$ cat src/rtl/bpsk_demod_pkg.sv
`timescale 1ns/1ps
package bpsk_demod_pkg;

    // Tap sequencing states of the shared multiply-accumulate filter
    typedef enum logic [1:0] {
        ST_FIRST_TAP = 2'd0,
        ST_MID_TAP   = 2'd1,
        ST_LAST_TAP  = 2'd2
    } tap_state_t;

endpackage

$ cat src/rtl/local_cosine_gen.sv
`timescale 1ns/1ps
module local_cosine_gen #(
    parameter int W   = 16,
    parameter int AMP = 32767
) (
    input  logic                clk,
    input  logic                rst_n,
    input  logic                frame_end,
    output logic signed [W-1:0] cos_val
);

    localparam logic signed [W-1:0] POS_PEAK = W'(AMP);
    localparam logic signed [W-1:0] NEG_PEAK = -POS_PEAK;

    logic [1:0] phase_q;

    always_ff @(posedge clk) begin
        if (!rst_n)
            phase_q <= 2'd0;
        else if (frame_end)
            phase_q <= phase_q + 2'd1;
    end

    always_comb begin
        unique case (phase_q)
            2'd0:    cos_val = POS_PEAK;
            2'd2:    cos_val = NEG_PEAK;
            default: cos_val = '0;
        endcase
    end


    phase_hold_chk: assert property (@(posedge clk) disable iff (!rst_n)
        !$past(frame_end) |-> $stable(cos_val));

endmodule

$ cat src/rtl/mixer_pipe.sv
`timescale 1ns/1ps
module mixer_pipe #(
    parameter int W = 16
) (
    input  logic                clk,
    input  logic                rst_n,
    input  logic signed [W-1:0] in_x,
    input  logic signed [W-1:0] in_c,
    output logic signed [W-1:0] mix
);

    localparam int PW = 2 * W;

    logic signed [W-1:0]  x_q, c_q;
    logic signed [PW-1:0] p_q;

    // Three register stages: operands, product, scaled result
    always_ff @(posedge clk) begin
        if (!rst_n) begin
            x_q <= '0;
            c_q <= '0;
            p_q <= '0;
            mix <= '0;
        end else begin
            x_q <= in_x;
            c_q <= in_c;
            p_q <= x_q * c_q;
            mix <= W'(p_q >>> (W - 1));
        end
    end

endmodule

$ cat src/rtl/mac_fir.sv
`timescale 1ns/1ps
module mac_fir
    import bpsk_demod_pkg::*;
#(
    parameter int W    = 16,
    parameter int CW   = 16,
    parameter int TAPS = 128,
    parameter int STEP = 256
) (
    input  logic                                         clk,
    input  logic                                         rst_n,
    input  logic signed [W-1:0]                          sample_in,
    output logic                                         frame_end,
    output logic signed [W+CW+$clog2(TAPS)-1:0]          result,
    output logic                                         res_valid
);

    localparam int PTR_W  = $clog2(TAPS);
    localparam int PROD_W = W + CW;
    localparam int ACC_W  = PROD_W + PTR_W;
    localparam int HALF   = TAPS / 2;

    // Triangular low-pass weight for tap position idx
    function automatic logic signed [CW-1:0] tap_weight(input int unsigned idx);
        int unsigned rank;
        rank = (idx < HALF) ? idx + 1 : TAPS - idx;
        return CW'(rank * STEP);
    endfunction

    tap_state_t state, state_nx;
    logic [PTR_W-1:0]         cnt_q, wp_q, rd_idx;
    logic signed [W-1:0]      dline [TAPS];
    logic signed [W-1:0]      tap_val;
    logic signed [CW-1:0]     coef;
    logic signed [PROD_W-1:0] prod;
    logic signed [ACC_W-1:0]  ext, acc_q, sum;
    logic                     acc_load, acc_close;

    // Frame counter
    assign frame_end = (cnt_q == PTR_W'(TAPS - 1));

    always_ff @(posedge clk) begin
        if (!rst_n)
            cnt_q <= '0;
        else
            cnt_q <= frame_end ? '0 : cnt_q + PTR_W'(1);
    end

    // State register
    always_ff @(posedge clk) begin
        if (!rst_n)
            state <= ST_FIRST_TAP;
        else
            state <= state_nx;
    end

    // Next-state logic
    always_comb begin
        state_nx = state;
        unique case (state)
            ST_FIRST_TAP: state_nx = ST_MID_TAP;
            ST_MID_TAP:   if (cnt_q == PTR_W'(TAPS - 2)) state_nx = ST_LAST_TAP;
            ST_LAST_TAP:  state_nx = ST_FIRST_TAP;
            default:      state_nx = ST_FIRST_TAP;
        endcase
    end

    // State outputs
    always_comb begin
        acc_load  = 1'b0;
        acc_close = 1'b0;
        unique case (state)
            ST_FIRST_TAP: acc_load  = 1'b1;
            ST_LAST_TAP:  acc_close = 1'b1;
            default:      ;
        endcase
    end

    // Tap fetch: newest stored sample at tap 0
    assign rd_idx  = wp_q - PTR_W'(1) - cnt_q;
    assign tap_val = dline[rd_idx];
    assign coef    = tap_weight(32'(cnt_q));
    assign prod    = tap_val * coef;
    assign ext     = {{(ACC_W - PROD_W){prod[PROD_W-1]}}, prod};
    assign sum     = acc_q + ext;

    // Circular delay line, written once per frame
    always_ff @(posedge clk) begin
        if (!rst_n) begin
            for (int i = 0; i < TAPS; i++)
                dline[i] <= '0;
            wp_q <= '0;
        end else if (acc_close) begin
            dline[wp_q] <= sample_in;
            wp_q        <= wp_q + PTR_W'(1);
        end
    end

    // Accumulator and frame result
    always_ff @(posedge clk) begin
        if (!rst_n) begin
            acc_q     <= '0;
            result    <= '0;
            res_valid <= 1'b0;
        end else begin
            acc_q     <= acc_load ? ext : sum;
            res_valid <= acc_close;
            if (acc_close)
                result <= sum;
        end
    end


    last_tap_align_chk: assert property (@(posedge clk) disable iff (!rst_n)
        frame_end == (state == ST_LAST_TAP));


    no_overflow_chk: assert property (@(posedge clk) disable iff (!rst_n)
        (!acc_load && (acc_q[ACC_W-1] == ext[ACC_W-1])) |-> (sum[ACC_W-1] == acc_q[ACC_W-1]));


    valid_pulse_chk: assert property (@(posedge clk) disable iff (!rst_n)
        res_valid |=> !res_valid);


    ptr_hold_chk: assert property (@(posedge clk) disable iff (!rst_n)
        !$past(frame_end) |-> $stable(wp_q));

endmodule

$ cat src/rtl/zero_slicer.sv
`timescale 1ns/1ps
module zero_slicer #(
    parameter int VW = 39
) (
    input  logic                 clk,
    input  logic                 rst_n,
    input  logic signed [VW-1:0] value,
    input  logic                 in_valid,
    output logic                 bit_q,
    output logic                 valid_q
);

    logic at_or_above;
    logic pick;

    assign at_or_above = (value >= 0);
    assign pick        = at_or_above ? 1'b1 : 1'b0;

    always_ff @(posedge clk) begin
        if (!rst_n) begin
            bit_q   <= 1'b0;
            valid_q <= 1'b0;
        end else begin
            valid_q <= in_valid;
            if (in_valid)
                bit_q <= pick;
        end
    end


    bit_hold_chk: assert property (@(posedge clk) disable iff (!rst_n)
        !valid_q |-> $stable(bit_q));


    valid_follow_chk: assert property (@(posedge clk) disable iff (!rst_n)
        valid_q == $past(in_valid));

endmodule

$ cat src/rtl/bpsk_coherent_demod.sv
`timescale 1ns/1ps
module bpsk_coherent_demod #(
    parameter int SAMPLE_W = 16,
    parameter int COEF_W   = 16,
    parameter int TAPS     = 128,
    parameter int STEP     = 256,
    parameter int AMP      = 32767
) (
    input  logic                                            clk,
    input  logic                                            rst_n,
    input  logic signed [SAMPLE_W-1:0]                      in_sample,
    output logic signed [SAMPLE_W+COEF_W+$clog2(TAPS)-1:0]  filt_out,
    output logic                                            filt_valid,
    output logic                                            out_bit,
    output logic                                            out_valid
);

    localparam int ACC_W = SAMPLE_W + COEF_W + $clog2(TAPS);

    logic                       frame_end;
    logic signed [SAMPLE_W-1:0] carrier;
    logic signed [SAMPLE_W-1:0] mixed;

    local_cosine_gen #(.W(SAMPLE_W), .AMP(AMP)) u_cos (
        .clk       (clk),
        .rst_n     (rst_n),
        .frame_end (frame_end),
        .cos_val   (carrier)
    );

    mixer_pipe #(.W(SAMPLE_W)) u_mix (
        .clk   (clk),
        .rst_n (rst_n),
        .in_x  (in_sample),
        .in_c  (carrier),
        .mix   (mixed)
    );

    mac_fir #(.W(SAMPLE_W), .CW(COEF_W), .TAPS(TAPS), .STEP(STEP)) u_fir (
        .clk       (clk),
        .rst_n     (rst_n),
        .sample_in (mixed),
        .frame_end (frame_end),
        .result    (filt_out),
        .res_valid (filt_valid)
    );

    zero_slicer #(.VW(ACC_W)) u_slice (
        .clk      (clk),
        .rst_n    (rst_n),
        .value    (filt_out),
        .in_valid (filt_valid),
        .bit_q    (out_bit),
        .valid_q  (out_valid)
    );


    filt_hold_chk: assert property (@(posedge clk) disable iff (!rst_n)
        !filt_valid |-> $stable(filt_out));

endmodule

$ cat config.mk
export PLATFORM = sky130hd
export DESIGN_NAME = bpsk_coherent_demod
export DESIGN_NICKNAME = d
export VERILOG_FILES = /design/src/rtl/bpsk_demod_pkg.sv /design/src/rtl/local_cosine_gen.sv /design/src/rtl/mixer_pipe.sv /design/src/rtl/mac_fir.sv /design/src/rtl/zero_slicer.sv /design/src/rtl/bpsk_coherent_demod.sv
export SDC_FILE = /design/constraint.sdc
export NUM_CORES = 2
export LEC_CHECK = 0
export ABC_AREA = 0
export BUFFER_PORTS_ARGS = -buffer_cell sky130_fd_sc_hd__buf_2
export CAP_MARGIN = 20
export CELL_PAD_IN_SITES_DETAIL_PLACEMENT = 1
export CELL_PAD_IN_SITES_GLOBAL_PLACEMENT = 2
export CORE_MARGIN = 2
export CORE_UTILIZATION = 43
export CTS_BUF_LIST = sky130_fd_sc_hd__clkbuf_4 sky130_fd_sc_hd__clkbuf_8 sky130_fd_sc_hd__clkbuf_16
export DETAILED_ROUTE_END_ITERATION = 6
export GPL_TIMING_DRIVEN = 1
export PLACE_DENSITY = 0.78
export SLEW_MARGIN = 30
export SYNTH_ARGS = -nofsm -noshare
export SYNTH_HDL_FRONTEND = slang
export SYNTH_HIERARCHICAL = 1
export SYNTH_SLANG_ARGS = --single-unit
$ cat constraint.sdc
create_clock -name clk -period 8.4 [get_ports clk]
set_input_delay 2.52 -clock clk [delete_from_list [all_inputs] [get_ports clk]]
set_output_delay 2.52 -clock clk [all_outputs]
set_load 0.02 [all_outputs]
==> impl_metrics.csv <==
group,metric,value,unit
critical_path,arrival,10250,ps
finish,fillCellCount,26300,
status,violations,"setup timing",
hold_path,holdCritStartpoint,"u_mix/p_q[19]",
route,vias_per_cell,5.59,
route,drt_iter0_drc,6466,
synthesis,yosysTopAreaCellShare,0.532,
clock_tree,numCtsBuffers,238,
finish,nets,9464,
pwr,leakage,53.9,nW
critical_path,cp-end-kind,"flip-flop",
sta,fin_skew,62.0,ps
place,numPortBuffers,51,
grt,grt_pass1_wl,519000,microns
finish,drive_above_1_share,0.260,
sta,hold_violations,0,
run,drv_cap,0,
critical_path,critPathMostFrequentCell,"buf_4",
place,gp_congestion,0.849,
synthesis,syn_inst,8342,
sta,setup_violations,40,
critical_path,critPathMaxFanout,8,
clock_tree,cts_buffer_depth,4,
critical_path,crit_type,"flip-flop to flip-flop",
sta,fmax,105,MHz
synthesis,seq_area_frac_synth,0.558,
grt,grt_pass1_vias,76900,
floorplan,core,0.268,sq mm
route,vias,70700,
critical_path,required,9150,ps
grt,grt_start_max_net_pins,89,
floorplan,initial_utilization,0.432,
synthesis,synth_seq_cells,2195,
pwr,peakVddDrop,0.000214,V
sta,finalCritPeriodShare,1.13,
pwr,power.density,245,mW/mm^2
floorplan,die_area,0.273,sq mm
synthesis,async_flop_share,0,
synthesis,syn_area_per_cell,13.9,sq um
clock_tree,cts_tree,"built",
critical_path,r2r_setup_slack,-1100,ps
sta,relSlewSlack,0.314,
route,drc,0,
route,ant_nets,0,
sta,hold_slack,413,ps
status,outcome,"finished with violations",
sta,worst_slack,-1100,ps
place,dp_hpwl,226000,microns
sta,tns,-31570,ps
critical_path,r2r_start,"u_fir/cnt_q[0]",
clock_tree,cts.sinks,2195,
floorplan,die_height,522,microns
clock_tree,clk_pin_slew,60,ps
clock_tree,cts_root_buffer,"clkbuf_16",
place,dp_slack,-1570,ps
sta,rsz0062_at_grt,"yes",
synthesis,synthFlopType,"edfxtp_1",
clock_tree,htreeDepth,4,
pwr,power,33.5,mW
grt,grt-ovfl-total,0,
synthesis,synth-edff-count,2048,
synthesis,yosysTopAreaCell,"edfxtp_1",
critical_path,ff2ff_path_depth,41,
synthesis,yosys-top-cells-area,"edfxtp_1 (53%), and2_1 (12%), mux4_2 (10%)",
grt,antenna_found_initial,13,
clock_tree,ctsHoldBuffers,0,
sta,period_minus_slack,9500,ps
route,routed_wl,351000,microns
synthesis,synth.distinct_cells,90,
sta,final_max_slew_viol_count,0,
floorplan,die_w,522,microns
critical_path,slowest_stage,"fa_4",
finish,area.growth.synth_to_final,17.9,%
floorplan,placement_rows,190,
critical_path,max_stage_delay,840,ps
sta,max_slew.worst_pin.slew,1030,ps
critical_path,critPathLaunchType,"flip-flop",
hold_path,min_to,"u_mix/mix[4]",
route,wl_per_cell,27.8,microns
grt,track_usage,0.257,
clock_tree,clock_latency,910,ps
hold_path,holdPathStages,1,
hold_path,hold_class,"flip-flop to flip-flop",
synthesis,yosysWarnings,6,
route,dr.pass1.iters,5,
synthesis,netlist_area,0.116,sq mm
critical_path,reg2reg_to,"u_fir/acc_q[38]",
floorplan,io_pins,60,
state kept, by name, summed over array words and instances, names as in the netlist:
| register | cells |
|---|---|
| u_fir/wp_q | 7 |
| u_mix/p_q | 16 |
| u_slice/bit_q | 1 |
| u_slice/valid_q | 1 |
| u_fir/acc_q | 31 |
| u_cos/phase_q | 2 |
| u_fir/result | 31 |
| u_fir/state | 2 |
| u_fir/dline | 2048 |
| u_mix/c_q | 16 |
| u_mix/x_q | 16 |
| u_mix/mix | 16 |
| u_fir/cnt_q | 7 |
| u_fir/res_valid | 1 |
report_power, final:
group          internal, mW  leakage, nW  switching (mW)
combinational          4.57         27.9            5.54
sequential             12.4         22.2           0.510
clock                  6.02         3.82            4.41
what timing repair did:
item,4_1_cts,5_1_grt
hold endpoints to repair,0,0
pin swaps,65,83
buffers inserted,91,31
setup endpoints to repair,44,46
gates cloned,19,1
resized for setup,317,141
metal layers:
layer,GRT usage,up-vias,share of wire
met4,0.0748,0,0.030
met5,0,-,0
met1,0.351,37600,0.42
met3,0.0316,487,0.057
met2,0.431,2117,0.49
li1,-,30500,-
layout by cell type, fill, tap and decap left out, types with 21 or more instances in the layout:
cell type / instances
edfxtp_1: 2048
mux2_4: 36
clkbuf_16: 242
clkinv_1: 41
buf_6: 31
and2_1: 2221
xnor2_1: 54
a21oi_1: 78
a21o_1: 25
o21ai_0: 23
o21ai_1: 143
dfxtp_1: 127
buf_16: 26
mux4_2: 512
buf_12: 85
nor2b_1: 28
mux2i_2: 59
ha_4: 21
mux2i_1: 335
fa_1: 348
nand3_1: 46
nor2_2: 110
clkbuf_4: 69
buf_4: 789
conb_1: 25
mux2i_4: 37
nor2_1: 178
clkinv_2: 33
ha_1: 139
nand2_1: 227
buf_2: 50
inv_1: 435
how the worst max path moves through the flow:
stage                         startpoint               end  slack (ps)  cells past startpoint
after floorplan           u_fir/cnt_q[0]   u_fir/acc_q[38]         -20                     37
final                     u_fir/cnt_q[0]   u_fir/acc_q[38]       -1100                     41
after CTS                 u_fir/cnt_q[0]   u_fir/acc_q[38]       -1060                     43
after global routing      u_fir/cnt_q[0]   u_fir/acc_q[38]       -1340                     41
after detailed placement  u_fir/cnt_q[0]   u_fir/acc_q[38]       -1570                     40
after global placement    u_fir/cnt_q[0]  u_fir/result[36]       -1530                     38
worst max-delay path, delay by kind of cell (launching register included):
family / cells / cell delay [ps]
AO/OA/AOI/OAI: 6 / 1200
AND/OR/NAND/NOR: 7 / 1000
buffers and inverters: 13 / 1510
multiplexers: 6 / 1500
flip-flops: 1 / 330
adder cells (fa/ha/maj): 8 / 3640
XOR/XNOR: 1 / 110
synth_stat cells, types with 21 or more instances:
cell type	count
and2_1	2222
edfxtp_1	2048
mux4_2	512
clkbuf_1	489
inv_1	442
mux2i_1	431
fa_1	361
nor2_1	296
nand2_1	234
o21ai_0	173
ha_1	165
dfxtp_1	147
buf_2	106
a21oi_1	96
xnor2_1	64
nand3_1	56
buf_4	55
mux2_2	52
nor2b_1	33
a21o_1	26
buf_1	26
nor3_1	24
xor2_1	22
nand2b_1	21
o22ai_1	21
final cells by class:
class	count	area, sq um	area share
flip-flops and latches	2195	64500	0.473
multi-input cells	5049	48900	0.359
inverters	443	1660	0.0122
well taps	3552	4440	0.0326
diodes	4	10.0	0.0000734
repair buffers	993	9220	0.0676
clock buffers	315	6620	0.0485
clock inverters	106	988	0.00725
per-stage QoR:
step / cell area, sq um / std cells / util
floorplan: 116000 / 8365 / -
global placement: 125000 / 12100 / 0.465
detailed placement: 125000 / 12100 / 0.466
CTS: 135000 / 12600 / 0.505
global route: 136000 / 12700 / 0.509
finish: 136000 / 12700 / 0.509
cells by family after synthesis:
kind of cell,count (synthesis),share of synthesized area
adder cells (fa/ha/maj),526,0.0804
XOR/XNOR,86,0.00652
AO/OA/AOI/OAI,454,0.0252
other,2,0.0000650
AND/OR/NAND/NOR,2963,0.148
multiplexers,995,0.142
buffers and inverters,1121,0.0396
flip-flops,2195,0.558
No activity file was read; power rests on OpenSTA's default activity.
